### src/rtl/uipi_post_engine.sv
module uipi_post_engine #(
  parameter int ADDR_W = 64,
  parameter int IDX_W  = 16
) (
  input  logic              clk,
  input  logic              rst_n,
  input  logic              cmd_valid,
  input  logic [IDX_W-1:0]  cmd_index,
  output logic              busy,
  input  logic              cfg_enable,
  input  logic [ADDR_W-1:0] cfg_tbl_base,
  input  logic [IDX_W-1:0]  cfg_tbl_size,
  input  logic              cfg_ext_mode,
  output logic              mem_req_valid,
  input  logic              mem_req_ready,
  output logic              mem_req_write,
  output logic [ADDR_W-1:0] mem_req_addr,
  output logic [127:0]      mem_req_wdata,
  output logic              mem_lock,
  input  logic              mem_rsp_valid,
  input  logic [127:0]      mem_rsp_data,
  output logic              ntf_valid,
  input  logic              ntf_ready,
  output logic [7:0]        ntf_vector,
  output logic [31:0]       ntf_dest,
  output logic              done,
  output logic              fault,
  output logic [1:0]        fault_code
);
  localparam int PND_W = 64;
  localparam int UV_W  = $clog2(PND_W);
  localparam logic [1:0] FLT_GP = 2'd1;
  localparam logic [1:0] FLT_UD = 2'd2;

  typedef enum logic [2:0] {
    S_IDLE, S_ENT_REQ, S_ENT_WAIT, S_DSC_REQ, S_DSC_WAIT, S_WB_REQ, S_NTF
  } st_t;

  st_t               st;
  logic [ADDR_W-1:0] addr_q;
  logic [UV_W-1:0]   uv_q;
  logic [127:0]      line_q;
  logic              ntf_q;
  logic [7:0]        vec_q;
  logic [31:0]       dest_q;
  logic              done_q, fault_q;
  logic [1:0]        code_q;

  wire ent_bad  = ~mem_rsp_data[0] | (|mem_rsp_data[7:1]);
  wire dsc_bad  = (|mem_rsp_data[15:2]) | (|mem_rsp_data[31:24]);
  wire dsc_ntf  = ~mem_rsp_data[1] & ~mem_rsp_data[0];
  wire [PND_W-1:0] pnd_set = mem_rsp_data[127:64] | (PND_W'(1) << uv_q);
  wire [127:0] dsc_upd = {pnd_set, mem_rsp_data[63:1], mem_rsp_data[0] | dsc_ntf};
  wire [31:0] dsc_dest = cfg_ext_mode ? mem_rsp_data[63:32] : {24'd0, mem_rsp_data[47:40]};

  always_ff @(posedge clk or negedge rst_n) begin
    if (!rst_n) begin
      st      <= S_IDLE;
      addr_q  <= '0;
      uv_q    <= '0;
      line_q  <= '0;
      ntf_q   <= 1'b0;
      vec_q   <= '0;
      dest_q  <= '0;
      done_q  <= 1'b0;
      fault_q <= 1'b0;
      code_q  <= '0;
    end else begin
      done_q  <= 1'b0;
      fault_q <= 1'b0;
      case (st)
        S_IDLE: if (cmd_valid) begin
          if (!cfg_enable) begin
            fault_q <= 1'b1;
            code_q  <= FLT_UD;
          end else if (cmd_index > cfg_tbl_size) begin
            fault_q <= 1'b1;
            code_q  <= FLT_GP;
          end else begin
            addr_q <= cfg_tbl_base + (ADDR_W'(cmd_index) << 4);
            st     <= S_ENT_REQ;
          end
        end
        S_ENT_REQ: if (mem_req_ready) st <= S_ENT_WAIT;
        S_ENT_WAIT: if (mem_rsp_valid) begin
          if (ent_bad) begin
            fault_q <= 1'b1;
            code_q  <= FLT_GP;
            st      <= S_IDLE;
          end else begin
            uv_q   <= mem_rsp_data[8 +: UV_W];
            addr_q <= mem_rsp_data[64 +: ADDR_W];
            st     <= S_DSC_REQ;
          end
        end
        S_DSC_REQ: if (mem_req_ready) st <= S_DSC_WAIT;
        S_DSC_WAIT: if (mem_rsp_valid) begin
          if (dsc_bad) begin
            fault_q <= 1'b1;
            code_q  <= FLT_GP;
            st      <= S_IDLE;
          end else begin
            line_q <= dsc_upd;
            ntf_q  <= dsc_ntf;
            vec_q  <= mem_rsp_data[23:16];
            dest_q <= dsc_dest;
            st     <= S_WB_REQ;
          end
        end
        S_WB_REQ: if (mem_req_ready) begin
          if (ntf_q) st <= S_NTF;
          else begin
            done_q <= 1'b1;
            st     <= S_IDLE;
          end
        end
        S_NTF: if (ntf_ready) begin
          done_q <= 1'b1;
          st     <= S_IDLE;
        end
        default: st <= S_IDLE;
      endcase
    end
  end

  assign busy          = (st != S_IDLE);
  assign mem_req_valid = (st == S_ENT_REQ) || (st == S_DSC_REQ) || (st == S_WB_REQ);
  assign mem_req_write = (st == S_WB_REQ);
  assign mem_req_addr  = addr_q;
  assign mem_req_wdata = line_q;
  assign mem_lock      = (st == S_DSC_REQ) || (st == S_DSC_WAIT) || (st == S_WB_REQ);
  assign ntf_valid     = (st == S_NTF);
  assign ntf_vector    = vec_q;
  assign ntf_dest      = dest_q;
  assign done          = done_q;
  assign fault         = fault_q;
  assign fault_code    = fault_q ? code_q : 2'd0;

  assert_ud_nomem_R1: assert property (@(posedge clk) disable iff (!rst_n)
    (st == S_IDLE && cmd_valid && !cfg_enable) |=> (fault && fault_code == FLT_UD && !mem_req_valid && !busy));

  assert_range_R2: assert property (@(posedge clk) disable iff (!rst_n)
    (st == S_IDLE && cmd_valid && cfg_enable && cmd_index > cfg_tbl_size) |=> (fault && fault_code == FLT_GP && !mem_req_valid));

  assert_req_hold_R3: assert property (@(posedge clk) disable iff (!rst_n)
    (mem_req_valid && !mem_req_ready) |=> (mem_req_valid && $stable(mem_req_addr) && $stable(mem_req_write)));

  assert_wr_locked_R9: assert property (@(posedge clk) disable iff (!rst_n)
    (mem_req_valid && mem_req_write) |-> mem_lock);

  assert_ntf_unlocked_R9: assert property (@(posedge clk) disable iff (!rst_n)
    ntf_valid |-> !mem_lock);

  assert_ntf_hold_R8: assert property (@(posedge clk) disable iff (!rst_n)
    (ntf_valid && !ntf_ready) |=> (ntf_valid && $stable(ntf_vector) && $stable(ntf_dest)));

  assert_end_excl_R10: assert property (@(posedge clk) disable iff (!rst_n)
    (done || fault) |-> (!busy && !(done && fault)));

  assert_wb_pending_R6: assert property (@(posedge clk) disable iff (!rst_n)
    (mem_req_valid && mem_req_write) |-> mem_req_wdata[64 + uv_q]);
endmodule

### config.mk
export PLATFORM = sky130hd
export DESIGN_NAME = uipi_post_engine
export DESIGN_NICKNAME = d
export VERILOG_FILES = /design/src/rtl/uipi_post_engine.sv
export SDC_FILE = /design/constraint.sdc
export NUM_CORES = 1
export LEC_CHECK = 0
export BUFFER_PORTS_ARGS = -buffer_cell sky130_fd_sc_hd__buf_4
export CAP_MARGIN = 5
export CORE_AREA = 2 2 185 187
export DETAILED_ROUTE_END_ITERATION = 10
export DIE_AREA = 0 0 187 189
export SLEW_MARGIN = 20
export SYNTH_ARGS = -nofsm -noshare
export SYNTH_HDL_FRONTEND = slang
export SYNTH_SLANG_ARGS = --single-unit
### constraint.sdc
create_clock -name clk -period 6.6 [get_ports clk]
set_input_delay 1.32 -clock clk [delete_from_list [all_inputs] [get_ports clk]]
set_output_delay 1.32 -clock clk [all_outputs]
set_load 0.1 [all_outputs]
### Word level (Yosys, flattened, before mapping)

Index checks and enable logic that the tools add are counted.

* bits in registers: 246
* bits of input ports: 232
* output and inout port bits: 241
* logic and storage cells: 98

* add/subtract/negate cells: 1
* order comparisons: 1
* equality and inequality tests: 19
* shift operators: 1
* multiplexer cells: 41
* bitwise logic cells: 9
* reduce and logical (&&, ||, !) cells: 16

Operators by type and width (count)
* two-way mux 64 bit: 5
* one-hot mux 64 bit (2 select lines): 1
* adder 64 x 20 -> 64 bit: 1
* bitwise OR 64 bit: 1
* << shifter 1 x 6 -> 64 bit, first input constant: 1
* two-way mux 3 bit: 11
* two-way mux 32 bit: 1
* inequality test 2 bit, second input constant: 11
* one-hot mux 3 bit (7 select lines): 1
* two-way mux 2 bit: 9
* > comparator 16 bit: 1
* OR reduction 14 bit: 1
* two-way mux 1 bit: 10
* == test 3 bit, second input constant: 3
* AND reduction 9 bit: 1
* OR reduction 8 bit: 1
* AND reduction 7 bit: 1
* OR reduction 7 bit: 1
* == test 3 x 2 -> 1 bit, second input constant: 2
* one-hot mux 2 bit (3 select lines): 1
* AND reduction 3 bit: 2
* AND reduction 6 bit: 1
* nonzero test 3 bit: 2
* logical OR 1 bit: 4
* other kinds (10): 15

### Longest topological paths before layout

* word-level depth: 5
* depth in mapped cells: 12
* depth with buffers taken out: 11

### Worst setup path before layout

OpenSTA, ideal clock, no wires.

* path type: in2reg
* from: input port cmd_index[0]
* to: register addr_q[60], in the netlist mem_req_addr[60]
* setup time: 126 ps
* arrival: 3691 ps
* required time: 6474 ps
* setup slack: 2783 ps
* stages: 11
* path buffers: 0
* cell sequence: ha_1 > inv_1 > fa_1 > nand2b_1 > a21oi_1 > o21a_1 > a31oi_2 > o41ai_4 > nand4_1 > xnor2_1 > a221o_1

* word-level cells in the longest chain between the ends: 5
* elaborated cells between the ends (all ways): 8
* classes of those cells: add/sub: 1; order compare: 1; eq/ne: 1; mux: 4; reduce/logical: 1

RTL lines
* start: declaration: line 8 `input logic [IDX_W-1:0] cmd_index,`
* adder 64 x 20 -> 64 bit: line 80 `addr_q <= cfg_tbl_base + (ADDR_W'(cmd_index) << 4);`
* two-way mux 64 bit: line 76 `end else if (cmd_index > cfg_tbl_size) begin`
* two-way mux 64 bit: line 73 `if (!cfg_enable) begin`
* two-way mux 64 bit: line 72 `S_IDLE: if (cmd_valid) begin`
* one-hot mux 64 bit (2 select lines): line 71 `case (st)`
* end signal: assignment: line 80
* end signal: assignment: line 92 `addr_q <= mem_rsp_data[64 +: ADDR_W];`
* end: declaration: line 40 `logic [ADDR_W-1:0] addr_q;`

Several ways; a longest one is shown, not always the timed one. The select of a mux whose other input is x is not followed.
A chain may end at the register's enable or synchronous reset.

### Worst setup path in the final report

* from: input port cmd_index[14]
* to: register addr_q[1], in the netlist mem_req_addr[1]

* word-level cells in the longest chain between the ends: 3

RTL lines (line)
* > comparator 16 bit: 76
* inequality test 2 bit (no source line)
* AND reduction 6 bit (no source line)

No other way between the ends.

==> results.yml <==
grt:
  grt_pass1_wl_mm: 70.21
  grt.total_usage: 0.2547
  antenna_found_initial: 1
  grt_util_met2: 0.4335
  use_met1: 0.3259
  grt_use_met3: 0.06117
  grt_busiest_layer: "met2"
  overflow: 0
  grt_pass1_vias: 11560
  grt_max_degree: 147
power:
  sw_frac_of_total: 0.4891
  power_switching_mw: 3.050
  clockPowerShare: 0.241
  power.leakage_nw: 8.624
  p_comb_frac: 0.461
  peakVddDrop_mv: 0.4296
  power.density_nw_per_um2: 367.3
  pwr-share-seq: 0.299
  p_int_mw: 3.186
finish:
  nFillCells: 3185
  stdcell_count: 2291
  area_growth_pct: 38.98
  multi_input_area_um2: 5793
  area.sequential_um2: 5956
  layout-drive-gt1-share: 0.2959
  fin_util: 0.5101
  final_nets: 2088
sta:
  worst_slew_pin_slew_ns: 0.9887
  skew_ns: 0.01661
  finalSetupViolations: 0
  fin_crit_sh: 0.6769
  slew_violations: 0
  finalCriticalPeriod_ns: 4.468
  relSlewSlack: 0.3395
  grt_setup_unrepaired: "false"
  hold_viol: 0
  fmax_mhz: 223.8
  tns_ns: 0
logic_synthesis:
  ys_ff_latch: 238
  synth_area_per_cell_um2: 8.732
  yosysMostFrequentCell: "nand2_1"
  netlist_instances: 1399
  synthArstFlopShare: 1.000
  synthFlopType: "dfrtp_1"
  synth_common_cells: "nand2_1 (329), dfrtp_1 (238), o21ai_0 (95)"
  netlist_top_cells_area: "dfrtp_1 (49%), nand2_1 (10%), o21ai_0 (3.9%)"
  synth-edff-count: 0
  synth_nets: 1664
  synth_top_area_cell: "dfrtp_1"
  ys_warn_count: 0
  netlist.area_leader.share: 0.4876
  ys_seq_area_frac: 0.4876
  syn_area_um2: 12220
  yosysUniqueCellTypes: 64
detailed_routing:
  drtIter0Drc: 875
  wl_mm: 46.48
  num_vias: 11890
  wl_per_cell_um: 20.29
  drc: 0
  dr.pass1.iters: 5
  vias_per_cell: 5.192
  ant_nets: 0
cts:
  cts_resized: 0
  cts_tree: "done"
  cts_made_buffers: 27
  cts_hold_buf: 0
  clk_pin_slew_ns: 0.06
  cts_root_buffer: "clkbuf_16"
  clock_latency_ns: 0.54
  cts.sinks: 238
  cts_max_level: 1
  cts_buffer_depth: 3
  cts_setup_buffers: 0
floorplan:
  die_area_um2: 35340
  initial_utilization: 0.3670
  die_w_um: 187
  ios: 473
  num_rows: 67
  core_area_um2: 33280
  chipHeight_um: 189
worst_setup_path:
  critPathLaunchType: "primary input"
  required_ns: 7.04
  crit_slowest_cell: "nand2b_2"
  crit_fanout: 37
  path_buf_inv: 3
  rrSetupSlack_ns: 2.88
  cp-end-kind: "flip-flop"
  crit_chain: "buf_4 > ha_1 > a21oi_1 > nand2_1 > a221oi_1 > or3b_2 > a21oi_4 > buf_4 > nand2b_2 > buf_4 > nor2_1 > a31oi_1"
  max_stage_delay_ns: 0.79
  crit_family: "simple AND/OR/NAND/NOR gates"
  cp.arrival_ns: 4.91
  reg2reg_depth: 8
  reg2reg_to: "mem_req_addr[1]$_DFFE_PN0P_"
  path_class: "in2reg"
  reg2reg_from: "st[0]$_DFFE_PN0P_"
  cpMostUsedCell: "buf_4"
placement:
  dpl.hpwl_mm: 36.08
  io_buffer_count: 472
  place_inst: 2242
  gp_routability_congestion: 0.9321
worst_hold_path:
  holdPathStages: 2
  hold_end: "ntf_dest[31]$_DFFE_PN0P_"
  worstHoldStart: "ntf_dest[31]$_DFFE_PN0P_"
  hp-class: "reg2reg"
run_status:
  outcome: "finished clean"
run:
  drv_cap: 0
power groups by stage:
stage / clock network, mW / registers, mW / logic, mW
6_report: 1.50 / 1.86 / 2.87
3_5_place_dp: 0 / 1.87 / 2.88
5_1_grt: 1.60 / 1.88 / 3.00
4_1_cts: 1.53 / 1.85 / 2.88
2_1_floorplan: 0 / 3.23 / 0.714
3_3_place_gp: 0 / 1.88 / 2.85
placed cells by master (no fill, tap or decap), types with 15 or more instances in the layout:
cell,instances
a211oi_1,35
a21oi_1,90
a31oi_1,24
and2_1,33
and3_1,15
buf_4,477
clkbuf_16,27
dfrtp_1,238
ha_1,32
inv_1,32
nand2_1,328
nand3_1,54
nand4_1,20
nor2_1,88
nor3_1,49
o21ai_0,95
xnor2_1,23
xor2_1,27
how the worst max path moves through the flow:
stage,to,slack [ns],start,depth (start not counted)
after detailed placement,mem_req_addr[1]$_DFFE_PN0P_,1.62,cmd_index[7],12
after global placement,mem_req_addr[1]$_DFFE_PN0P_,1.74,cmd_index[7],12
after global routing,mem_req_addr[2]$_DFFE_PN0P_,1.93,cmd_index[5],12
final,mem_req_addr[1]$_DFFE_PN0P_,2.13,cmd_index[14],12
after floorplan,mem_req_addr[60]$_DFFE_PN0P_,2.78,cmd_index[0],11
after CTS,mem_req_addr[1]$_DFFE_PN0P_,2.21,cmd_index[7],12
flip-flops by register name (all words and copies together), names as in the netlist:
| register | count |
|---|---|
| mem_req_wdata | 128 |
| mem_req_addr | 64 |
| ntf_dest | 32 |
| uv_q | 6 |
| st | 3 |
| code_q | 2 |
| done | 1 |
| fault | 1 |
| ntf_q | 1 |
cell type report:
class,count,share of cell area
Antenna cell,1,0.0001474
Clock buffer,37,0.04672
Clock inverter,11,0.005675
Inverter,32,0.007075
Multi-Input combinational cell,1043,0.3412
Sequential cell,238,0.3508
Tap cell,448,0.03302
Timing Repair Buffer,481,0.2153
cell families after synthesis:
family	synth area share
AO/OA/AOI/OAI	0.1536
XOR/XNOR	0.03585
adder cells (fa/ha/maj)	0.03442
buffers and inverters	0.04077
flip-flops	0.4876
multiplexers	0.01065
AND/OR/NAND/NOR	0.2371
metal layers:
layer  wire (µm)  share of wire
met1       19020           0.41
met2       22420           0.48
met3        3888          0.084
met4        1155          0.025
met5           0              0
through the flow:
stage          hold WS, ns  setup WS [ns]  area (µm²)  total power [mW]
5_1_grt             0.4865          1.926       16980             6.475
3_5_place_dp        0.4568          1.619       16090             4.753
4_1_cts             0.4708          2.206       16980             6.266
6_report            0.4639          2.132       16980             6.235
3_3_place_gp        0.4508          1.737       16070             4.730
2_1_floorplan       0.4523          2.783       12220             3.948
worst min-delay path, stage by stage, from the launching register on:
cell	delay, ns
dfrtp_1	0.34
nand2_1	0.05
nand2_1	0.05
Note: power is estimated with default switching activity, not from simulation.
